==> src/rtl/calc_pkg.sv <==
package calc_pkg;

  // Register byte offsets inside the slave window
  localparam int unsigned OFF_OPA = 32'h04;
  localparam int unsigned OFF_OPB = 32'h08;
  localparam int unsigned OFF_OPC = 32'h0C;
  localparam int unsigned OFF_RES = 32'h10;

  // Operation codes
  localparam int unsigned OPC_ADD = 5;
  localparam int unsigned OPC_SUB = 6;
  localparam int unsigned OPC_MUL = 7;

  // Bus encodings
  localparam logic [1:0] TRANS_IDLE   = 2'b00;
  localparam logic [1:0] TRANS_BUSY   = 2'b01;
  localparam logic [1:0] TRANS_NONSEQ = 2'b10;
  localparam logic [1:0] TRANS_SEQ    = 2'b11;
  localparam logic [2:0] SIZE_WORD    = 3'b010;
  localparam logic [1:0] RESP_OKAY    = 2'b00;

  // Decoded register select; operand registers take values 1..3
  typedef enum logic [2:0] {
    SEL_NONE = 3'd0,
    SEL_OPA  = 3'd1,
    SEL_OPB  = 3'd2,
    SEL_OPC  = 3'd3,
    SEL_RES  = 3'd4
  } reg_sel_e;

endpackage

==> src/rtl/calc_rst_sync.sv <==
module calc_rst_sync (
  input  logic clk,
  input  logic arst_n,
  output logic rst_n
);

  logic [1:0] sync_q;

  always_ff @(posedge clk or negedge arst_n) begin
    if (!arst_n) begin
      sync_q <= 2'b00;
    end else begin
      sync_q <= {sync_q[0], 1'b1};
    end
  end

  assign rst_n = sync_q[1];

endmodule

==> src/rtl/calc_wait_gen.sv <==
// Inserts a fixed number of stall cycles after a result read is accepted.
module calc_wait_gen #(
  parameter int unsigned WAIT_CYCLES = 2
) (
  input  logic clk,
  input  logic rst_n,
  input  logic start,
  output logic stall
);

  localparam int unsigned CNT_W = $clog2(WAIT_CYCLES + 1);

  logic [CNT_W-1:0] cnt_q;
  logic [CNT_W-1:0] cnt_d;

  always_comb begin
    if (start) begin
      cnt_d = CNT_W'(WAIT_CYCLES);
    end else if (cnt_q != '0) begin
      cnt_d = cnt_q - 1'b1;
    end else begin
      cnt_d = cnt_q;
    end
  end

  always_ff @(posedge clk or negedge rst_n) begin
    if (!rst_n) begin
      cnt_q <= '0;
    end else begin
      cnt_q <= cnt_d;
    end
  end

  assign stall = (cnt_q != '0);

endmodule

==> src/rtl/calc_bus_ctrl.sv <==
// Address-phase capture, data-phase tracking and wait-state control.
module calc_bus_ctrl
  import calc_pkg::*;
#(
  parameter int unsigned ADDR_W      = 8,
  parameter int unsigned WAIT_CYCLES = 2
) (
  input  logic              clk,
  input  logic              rst_n,
  input  logic              hsel,
  input  logic [ADDR_W-1:0] haddr,
  input  logic [1:0]        htrans,
  input  logic              hwrite,
  input  logic [2:0]        hsize,
  input  logic              hready_in,
  output logic              wr_en,
  output reg_sel_e          wr_sel,
  output reg_sel_e          rd_sel,
  output logic              hready_out
);

  function automatic reg_sel_e decode(input logic [ADDR_W-1:0] a);
    reg_sel_e s;
    if (a == ADDR_W'(OFF_OPA))      s = SEL_OPA;
    else if (a == ADDR_W'(OFF_OPB)) s = SEL_OPB;
    else if (a == ADDR_W'(OFF_OPC)) s = SEL_OPC;
    else if (a == ADDR_W'(OFF_RES)) s = SEL_RES;
    else                            s = SEL_NONE;
    return s;
  endfunction

  logic     accept;
  reg_sel_e ap_sel;
  logic     dp_wr_q, dp_wr_d;
  logic     dp_rd_q, dp_rd_d;
  reg_sel_e dp_sel_q, dp_sel_d;
  logic     res_start;
  logic     stall;

  // Only NONSEQ and SEQ transfers (htrans[1] set) are taken
  assign accept = hsel && hready_in && htrans[1];
  assign ap_sel = decode(haddr);

  always_comb begin
    dp_wr_d  = accept && hwrite && (hsize == SIZE_WORD);
    dp_rd_d  = accept && !hwrite;
    dp_sel_d = accept ? ap_sel : SEL_NONE;
  end

  always_ff @(posedge clk or negedge rst_n) begin
    if (!rst_n) begin
      dp_wr_q  <= 1'b0;
      dp_rd_q  <= 1'b0;
      dp_sel_q <= SEL_NONE;
    end else if (hready_in) begin
      dp_wr_q  <= dp_wr_d;
      dp_rd_q  <= dp_rd_d;
      dp_sel_q <= dp_sel_d;
    end
  end

  assign res_start = accept && !hwrite && (ap_sel == SEL_RES);

  calc_wait_gen #(
    .WAIT_CYCLES (WAIT_CYCLES)
  ) u_wait (
    .clk   (clk),
    .rst_n (rst_n),
    .start (res_start),
    .stall (stall)
  );

  assign hready_out = !stall;
  assign wr_en      = dp_wr_q && hready_in;
  assign wr_sel     = dp_sel_q;
  assign rd_sel     = dp_rd_q ? dp_sel_q : SEL_NONE;

endmodule

==> src/rtl/calc_regfile.sv <==
// Operand and operation registers plus the read-back multiplexer.
module calc_regfile
  import calc_pkg::*;
#(
  parameter int unsigned DATA_W = 32
) (
  input  logic              clk,
  input  logic              rst_n,
  input  logic              wr_en,
  input  reg_sel_e          wr_sel,
  input  logic [DATA_W-1:0] wdata,
  input  reg_sel_e          rd_sel,
  input  logic [DATA_W-1:0] result,
  output logic [DATA_W-1:0] opa,
  output logic [DATA_W-1:0] opb,
  output logic [DATA_W-1:0] opc,
  output logic [DATA_W-1:0] rdata
);

  localparam int unsigned NUM_REGS = 3;

  logic [DATA_W-1:0] regs_q [NUM_REGS];

  for (genvar i = 0; i < NUM_REGS; i++) begin : g_reg
    logic en;
    assign en = wr_en && (wr_sel == reg_sel_e'(3'(i + 1)));

    always_ff @(posedge clk or negedge rst_n) begin
      if (!rst_n) begin
        regs_q[i] <= '0;
      end else if (en) begin
        regs_q[i] <= wdata;
      end
    end
  end

  assign opa = regs_q[0];
  assign opb = regs_q[1];
  assign opc = regs_q[2];

  always_comb begin
    case (rd_sel)
      SEL_OPA: rdata = regs_q[0];
      SEL_OPB: rdata = regs_q[1];
      SEL_OPC: rdata = regs_q[2];
      SEL_RES: rdata = result;
      default: rdata = '0;
    endcase
  end

endmodule

==> src/rtl/calc_alu.sv <==
// Registered arithmetic unit; an optional input stage relieves the multiplier path.
module calc_alu
  import calc_pkg::*;
#(
  parameter int unsigned DATA_W  = 32,
  parameter int unsigned LATENCY = 2
) (
  input  logic              clk,
  input  logic              rst_n,
  input  logic [DATA_W-1:0] opa,
  input  logic [DATA_W-1:0] opb,
  input  logic [DATA_W-1:0] opc,
  output logic [DATA_W-1:0] result
);

  function automatic logic [DATA_W-1:0] compute(
    input logic [DATA_W-1:0] a,
    input logic [DATA_W-1:0] b,
    input logic [DATA_W-1:0] c
  );
    logic [DATA_W-1:0] r;
    if (c == DATA_W'(OPC_ADD))      r = a + b;
    else if (c == DATA_W'(OPC_SUB)) r = a - b;
    else if (c == DATA_W'(OPC_MUL)) r = a * b;
    else                            r = '0;
    return r;
  endfunction

  logic [DATA_W-1:0] res_q;

  if (LATENCY >= 2) begin : g_staged
    logic [DATA_W-1:0] a_q, b_q, c_q;

    always_ff @(posedge clk or negedge rst_n) begin
      if (!rst_n) begin
        a_q   <= '0;
        b_q   <= '0;
        c_q   <= '0;
        res_q <= '0;
      end else begin
        a_q   <= opa;
        b_q   <= opb;
        c_q   <= opc;
        res_q <= compute(a_q, b_q, c_q);
      end
    end
  end else begin : g_single
    always_ff @(posedge clk or negedge rst_n) begin
      if (!rst_n) begin
        res_q <= '0;
      end else begin
        res_q <= compute(opa, opb, opc);
      end
    end
  end

  assign result = res_q;

endmodule

==> src/rtl/ahb_calc_slave.sv <==
module ahb_calc_slave
  import calc_pkg::*;
#(
  parameter int unsigned ADDR_W      = 8,
  parameter int unsigned DATA_W      = 32,
  parameter int unsigned WAIT_CYCLES = 2,
  parameter int unsigned ALU_LATENCY = 2
) (
  input  logic              hclk,
  input  logic              hresetn,
  input  logic              hsel,
  input  logic [ADDR_W-1:0] haddr,
  input  logic [1:0]        htrans,
  input  logic              hwrite,
  input  logic [2:0]        hsize,
  input  logic [2:0]        hburst,
  input  logic [DATA_W-1:0] hwdata,
  input  logic              hready_in,
  output logic [DATA_W-1:0] hrdata,
  output logic              hready_out,
  output logic [1:0]        hresp
);

  logic              rst_sync_n;
  logic              wr_en;
  reg_sel_e          wr_sel;
  reg_sel_e          rd_sel;
  logic [DATA_W-1:0] opa, opb, opc, result;

  calc_rst_sync u_rst (
    .clk    (hclk),
    .arst_n (hresetn),
    .rst_n  (rst_sync_n)
  );

  calc_bus_ctrl #(
    .ADDR_W      (ADDR_W),
    .WAIT_CYCLES (WAIT_CYCLES)
  ) u_ctrl (
    .clk        (hclk),
    .rst_n      (rst_sync_n),
    .hsel       (hsel),
    .haddr      (haddr),
    .htrans     (htrans),
    .hwrite     (hwrite),
    .hsize      (hsize),
    .hready_in  (hready_in),
    .wr_en      (wr_en),
    .wr_sel     (wr_sel),
    .rd_sel     (rd_sel),
    .hready_out (hready_out)
  );

  calc_regfile #(
    .DATA_W (DATA_W)
  ) u_regs (
    .clk    (hclk),
    .rst_n  (rst_sync_n),
    .wr_en  (wr_en),
    .wr_sel (wr_sel),
    .wdata  (hwdata),
    .rd_sel (rd_sel),
    .result (result),
    .opa    (opa),
    .opb    (opb),
    .opc    (opc),
    .rdata  (hrdata)
  );

  calc_alu #(
    .DATA_W  (DATA_W),
    .LATENCY (ALU_LATENCY)
  ) u_alu (
    .clk    (hclk),
    .rst_n  (rst_sync_n),
    .opa    (opa),
    .opb    (opb),
    .opc    (opc),
    .result (result)
  );

  assign hresp = RESP_OKAY;

endmodule

==> config.mk <==
export PLATFORM = sky130hd
export DESIGN_NAME = ahb_calc_slave
export DESIGN_NICKNAME = d
export VERILOG_FILES = /design/src/rtl/calc_pkg.sv /design/src/rtl/calc_rst_sync.sv /design/src/rtl/calc_wait_gen.sv /design/src/rtl/calc_bus_ctrl.sv /design/src/rtl/calc_regfile.sv /design/src/rtl/calc_alu.sv /design/src/rtl/ahb_calc_slave.sv
export SDC_FILE = /design/constraint.sdc
export NUM_CORES = 2
export LEC_CHECK = 0
export ABC_AREA = 0
export BUFFER_PORTS_ARGS = -buffer_cell sky130_fd_sc_hd__clkbuf_2
export CAP_MARGIN = 20
export CORE_UTILIZATION = 28
export CTS_CLUSTER_DIAMETER = 30
export DETAILED_ROUTE_END_ITERATION = 8
export PLACE_DENSITY = 0.42
export SLEW_MARGIN = 25
export SYNTH_ARGS = -nofsm -noshare
export SYNTH_HDL_FRONTEND = slang
export SYNTH_SLANG_ARGS = --single-unit
export TNS_END_PERCENT = 5
==> constraint.sdc <==
create_clock -name hclk -period 9.5 [get_ports hclk]
set_input_delay 1.9 -clock hclk [delete_from_list [all_inputs] [get_ports hclk]]
set_output_delay 1.9 -clock hclk [all_outputs]
set_load 0.01 [all_outputs]
; Word level (Yosys, flattened, before mapping)
; Index checks and enable logic that the tools add are counted.
[totals]
reg_bits = 233
romBits = 0
n_memories = 0
ram_bits = 0
latchBits = 0
inputBits = 53
wordCells = 58
out_inout_bits = 35
[classes]
n_addsub = 3
eq_ne = 16
div_mod_pow = 0
n_shift = 0
magnitude_cmp = 0
mul = 1
muxes = 12
bitwise = 0
reduce_logical = 14
[op_table]
columns = cell, count
row1 = $pmux W32 S4, 1
row2 = $eq A32 B3 Y1 const B, 3
row3 = $mux W32, 3
row4 = $add A32 B32 Y32, 1
row5 = $mul A32 B32 Y32, 1
row6 = $sub A32 B32 Y32, 1
row7 = $mux W3, 6
row8 = $eq A8 B4 Y1 const B, 2
row9 = $eq A3 B2 Y1 const B, 5
row10 = $logic_and A1 B1 Y1, 10
row11 = $eq A8 B3 Y1 const B, 1
row12 = $eq A8 B5 Y1 const B, 1
row13 = $eq A3 B1 Y1 const B, 2
row14 = $eq A3 B3 Y1 const B, 2
row15 = $mux W2, 2
row16 = $reduce_bool A2 Y1, 2
row17 = $logic_not A1 Y1, 2
row18 = $sub A2 B1 Y2 const B, 1

; Logic depth before layout (Yosys ltp)
[depth]
depth_word = 8
depth_mapped = 29
mapped_depth_nobuf = 27

; By module
; From an unflattened synthesis, not the netlist that was laid out.
[hier_totals]
cells_unflattened = 2787
hier_area_um2 = 27934.3
[by_module_without_submodules]
columns = mod, n_inst, cells_each, area_per_inst_um2
row1 = calc_alu, 1, 2379, 22338.9
row2 = calc_regfile, 1, 360, 5139.9
row3 = calc_bus_ctrl, 1, 31, 275.3
row4 = calc_wait_gen, 1, 11, 107.6
row5 = calc_rst_sync, 1, 3, 53.8
row6 = ahb_calc_slave, 1, 3, 18.8

; Worst setup path after synthesis
; Ideal clock, no wire load.
[synth_timing]
path_kind = reg-to-reg
from = register u_alu.g_staged.b_q[2]
to = register u_alu.res_q[30], in the netlist u_alu.result[30]
setup_ns = 0.124
synth_period_minus_slack_ns = 6.826
setup_slack_ns = 2.674
path_stages_with_launch = 28
t_required_ns = 9.376
path_buffers = 2
arrival_time_ns = 6.703
cell_sequence = dfrtp_1 -> clkbuf_1 -> clkbuf_1 -> and2_1 -> fa_1 -> inv_1 -> fa_1 -> fa_1 -> fa_1 -> inv_1 -> fa_1 -> inv_1 -> fa_1 -> inv_1 -> fa_1 -> fa_1 -> ha_1 -> a21o_1 -> a21o_1 -> a21oi_1 -> o21ai_0 -> o21ai_0 -> o221ai_1 -> nor2_1 -> a21oi_1 -> xnor2_1 -> o221ai_1 -> a211o_1
[synth_via]
elab_chain_cells = 4
elab_cells_between_ends = 6
[synth_lines]
columns = item, line_no
row1 = start: declaration, calc_alu.sv:32  ; logic [DATA_W-1:0] a_q, b_q, c_q;
row2 = start signal: assignment, calc_alu.sv:42  ; b_q <= opb;
row3 = $mul A32 B32 Y32, calc_alu.sv:24  ; else if (c == DATA_W'(OPC_MUL)) r = a * b;
row4 = $mux W32, calc_alu.sv:24
row5 = $mux W32, calc_alu.sv:23  ; else if (c == DATA_W'(OPC_SUB)) r = a - b;
row6 = $mux W32 *, calc_alu.sv:22  ; if (c == DATA_W'(OPC_ADD)) r = a + b;
row7 = end signal: assignment, calc_alu.sv:44  ; res_q <= compute(a_q, b_q, c_q);
row8 = end: declaration, calc_alu.sv:29  ; logic [DATA_W-1:0] res_q;
; Every way passes the cells marked *; elsewhere a longest branch is shown, timed or not.
; A chain may end at the register's enable or synchronous reset.

; Worst setup path in the final report
[layout_timing]
from = register u_alu.g_staged.b_q[6]
to = register u_alu.res_q[30], in the netlist u_alu.result[30]
; Same word-level chain as after synthesis.

==> metrics.md <==
| Metric | Value |
|---|---|
| Post-DR wirelength/cell | `22.7 um` |
| RSZ-0062 raised after global routing | `false` |
| Initial antenna violation count | `4` |
| 1st-iter DRT viols | `between 1000 and 1500` |
| Max clock buf depth | `3` |
| Die area | `just under 100000 um^2` |
| Synth unique cells | `78` |
| Clock transition at the registers of the reported paths | `60 ps` |
| WS Path Type | `flop to flop` |
| IO buf count | `~80` |
| Delay of the slowest critical-path stage | `between 800 and 900 ps` |
| Register Area | `5850 um^2` |
| Gr ovfl total | `0` |
| Buf/Inv on CP | `3` |
| Startpoint Class | `flop` |
| Final Hold Vio Count | `0` |
| Die Y | `~310 um` |
| Crit-path max FO | `13` |
| Max Cap Viol | `0` |
| Min-delay worst type | `flop to flop` |
| Largest area contributor in the netlist | `fa_1` |
| Setup-failing EPs final | `0` |
| Comb pwr share | `12.4%` |
| Top_reg_cell synth | `dfrtp_1` |
| CP max stage cell | `dfrtp_1` |
| Max-slew violation count | `0` |
| Clock Power Share | `41.6%` |
| Width of the die | `approximately 310 um` |
| Pleak | `between 10 and 15 nW` |
| Vias/cell | `around 4.9` |
| Multi-input combinational cell area | `18900 um^2` |
| First-pass DRT Iterations | `5` |
| Placed wire-length estimate | `between 70000 and 80000 um` |
| Vias in the first global route | `22117` |
| First-pass GRT wire length | `around 140000 um` |
| Number of flops mapped to enable cells by yosys | `0` |
| Max VDD drop | `roughly 0.00013 V` |
| Routed via count | `approximately 20000` |
| Synth area leaders | `fa_1, dfrtp_1, ha_1` |
| Layout area overhead | `10.3%` |
| Cells after synthesis | `approximately 2800` |
| Final net count | `between 3000 and 4000` |
| Sequential area share after synthesis | `a little over a fifth` |
| Synth Cell Area | `roughly 27000 um^2` |
| Setup Skew | `between 15 and 20 ps` |
| Routed WL | `approximately 92000 um` |
| Synth Warn # | `0` |
| Status | `finished, final reports clean` |
| # hold bufs at CTS | `0` |
| Starting Density | `28.3%` |
| Share of cells above drive strength 1 | `11.6%` |
| Rows | `113` |
| IO Pins | `88` |
| CP Capture Type | `flop` |
| # DRC | `0` |
| Post-synth ARST share | `100%` |
| Synth Register Bits | `~230` |
| Clock tree root buffer cell | `clkbuf_16` |
| Clock Sinks | `233` |
| CTS tree | `yes` |
| DRT antenna net count | `0` |
| Latest clock arrival within the worst-skew pair | `~540 ps` |
| Core ar. | `around 95000 um^2` |
| Fin crit share | `between 80% and 90%` |
| H-Tree Depth | `1` |
| Pwr Density | `a little under 80 nW/um^2` |
| Relative slew slack | `24.6%` |
| Required @ worst endpoint | `about 9900 ps` |
| Worst Tran Pin Value | `roughly 1100 ps` |
| Switching Fraction | `28.0%` |
| Psw | `around 0.65 mW` |
| GRT Overall Usage | `19.2%` |
| Largest net degree at the start of global routing | `172` |
| Worst-path cell chain | `buf_4 -> and2_1 -> fa_1 -> fa_1 -> fa_1 -> inv_1 -> fa_1 -> inv_1 -> fa_1 -> fa_1 -> fa_1 -> fa_1 -> ha_1 -> a21o_1 -> a21o_1 -> a21oi_1 -> o21ai_0 -> o21ai_0 -> o221ai_1 -> nor2_1 -> a21oi_1 -> xnor2_1 -> o221ai_1 -> a211o_1` |
| Fill count | `~9900` |
| GPL Wtd Cong | `roughly 0.88` |
| TNS Setup | `0 ps` |
| Top delay family on crit path | `adder cells` |
| Worst path arrival time | `8580 ps` |
| Total power | `2.32 mW` |
| P_int | `between 1.5 and 2 mW` |
| Mean Syn Cell Area | `just under 10 um^2` |
| Postcts setup bufs | `0` |
| FMAX | `around 120 MHz` |
| Synth top area share | `30.4%` |
| Fin crit period | `8160 ps` |
| Most frequent cell on the critical path | `fa_1` |
| CTS Buf Count | `25` |
| Seq pwr share | `a little under half` |
| Post-CTS Resized | `0` |
-- power groups by stage --
stage / logic (mW) / registers [mW] / clock network, mW
2_1_floorplan: 0.188 / 1.06 / 0
4_1_cts: 0.286 / 1.07 / 0.993
6_report: 0.287 / 1.07 / 0.965
3_5_place_dp: 0.284 / 1.09 / 0
3_3_place_gp: 0.282 / 1.09 / 0
5_1_grt: 0.316 / 1.07 / 1.03
-- cells in the mapped netlist, types with 3 or more instances --
cell        n
inv_1     456
fa_1      410
nand2_1   326
and2_1    260
dfrtp_1   233
ha_1      186
clkbuf_1  126
nor2_1    119
mux2_2     97
a21oi_1    84
xnor2_1    67
o21ai_0    62
a222oi_1   32
o22ai_1    28
xor2_1     25
a21o_1     21
a221oi_1   19
nor3_1     18
nand2b_1   16
nor4_1     14
o21bai_1   14
nand3_1    10
o21a_1     10
nor2b_1     8
a211oi_1    7
a31oi_1     6
nand4_1     6
o211ai_1    6
o221a_2     6
o221ai_1    6
o31ai_1     5
or2_2       5
a211o_1     4
a22oi_1     4
or3_1       4
buf_2       3
o221ai_2    3
o31a_1      3
-- path summary, 6_finish.rpt --
check / start / to / slack, ps / cells past startpoint
min in group asynchronous: u_rst.sync_q[1] / u_regs.opc[24] / 420 / 0
hold / removal: u_rst.sync_q[0] / u_rst.sync_q[1] / 360 / 0
setup / recovery: u_alu.g_staged.b_q[6] / u_alu.result[30] / 1340 / 24
setup reg to reg: u_alu.g_staged.b_q[6] / u_alu.result[30] / 1340 / 24
hold reg to reg: u_rst.sync_q[0] / u_rst.sync_q[1] / 360 / 0
max in group asynchronous: u_rst.sync_q[1] / u_alu.g_staged.b_q[4] / 7540 / 1
-- registers in the layout (all words and copies together), names as in the netlist --
| signal | flops |
|---|---|
| u_regs.opb | 32 |
| u_alu.result | 32 |
| u_ctrl.wr_sel | 3 |
| u_ctrl.u_wait.cnt_q | 2 |
| u_regs.opa | 32 |
| u_alu.g_staged.b_q | 32 |
| u_rst.sync_q | 2 |
| u_ctrl.dp_wr_q | 1 |
| u_alu.g_staged.c_q | 32 |
| u_alu.g_staged.a_q | 32 |
| u_ctrl.dp_rd_q | 1 |
| u_regs.opc | 32 |
-- cells in the final DEF (no fill, tap or decap), types with 25 or more instances in the layout --
cell,n
ha_1,186
a21oi_1,84
xor2_1,25
o21ai_0,62
fa_1,410
xnor2_1,67
a222oi_1,32
inv_1,456
clkbuf_16,25
and2_1,260
mux2_2,97
nor2_1,118
dfrtp_1,223
nand2_1,326
clkbuf_2,81
o22ai_1,28
buf_4,55
-- layer usage --
| layer | up-vias | part of all wire, % | global-route usage (%) | routed length, um |
|---|---|---|---|---|
| met3 | 97 | 4.0 | 1.22 | 3660 |
| met2 | 575 | 48 | 32.7 | 44500 |
| met5 | - | 0.0097 | 0 | 9 |
| met4 | 2 | 2.2 | 4.50 | 2070 |
| met1 | 10418 | 46 | 26.7 | 42200 |
| li1 | 8824 | - | - | - |
-- per-stage QoR --
step	setup slack, ps	area [um^2]	utilization, %	std cells	hold WS, ps
finish	1340	29700	31.3	4082	360
global route	908	29700	31.3	4081	370
CTS	1320	29700	31.3	4081	361
detailed placement	1390	28900	30.4	4036	345
global placement	1330	28900	30.4	4036	339
floorplan	2530	27000	-	2768	331
-- layout make-up --
cell class | count | share of cell area [%]
clock buffer | 28 | 2.24
tap | 1265 | 5.32
multi-input combinational | 1944 | 63.7
timing repair buffer | 137 | 2.82
clock inverter | 17 | 0.526
inverter | 457 | 5.77
sequential | 233 | 19.7
antenna | 1 | 0.00841
-- cell families (layout without fill, tap and decap cells) --
logic type,count (synthesis),after routing,synth area share [%]
AOI/OAI and AO/OA,353,353,9.36
xor gates and xnor gates,92,92,2.99
muxes,98,98,4.09
DFF,233,233,21.6
adders and majority gates,596,596,39.1
buffers and inverters,591,639,8.33
other,2,4,0.0279
and+or+nand+nor,802,802,14.5
-- worst register-to-register path, stage by stage, from the launching register on --
cell and delay (ps):
dfrtp_1 850, buf_4 370, and2_1 180, fa_1 440, fa_1 510, fa_1 530, inv_1 50, fa_1 480
inv_1 70, fa_1 480, fa_1 590, fa_1 450, fa_1 460, ha_1 360, a21o_1 200, a21o_1 170
a21oi_1 170, o21ai_0 100, o21ai_0 110, o221ai_1 240, nor2_1 190, a21oi_1 100, xnor2_1 460, o221ai_1 180
a211o_1 300
(Power assumes the default switching activity.)
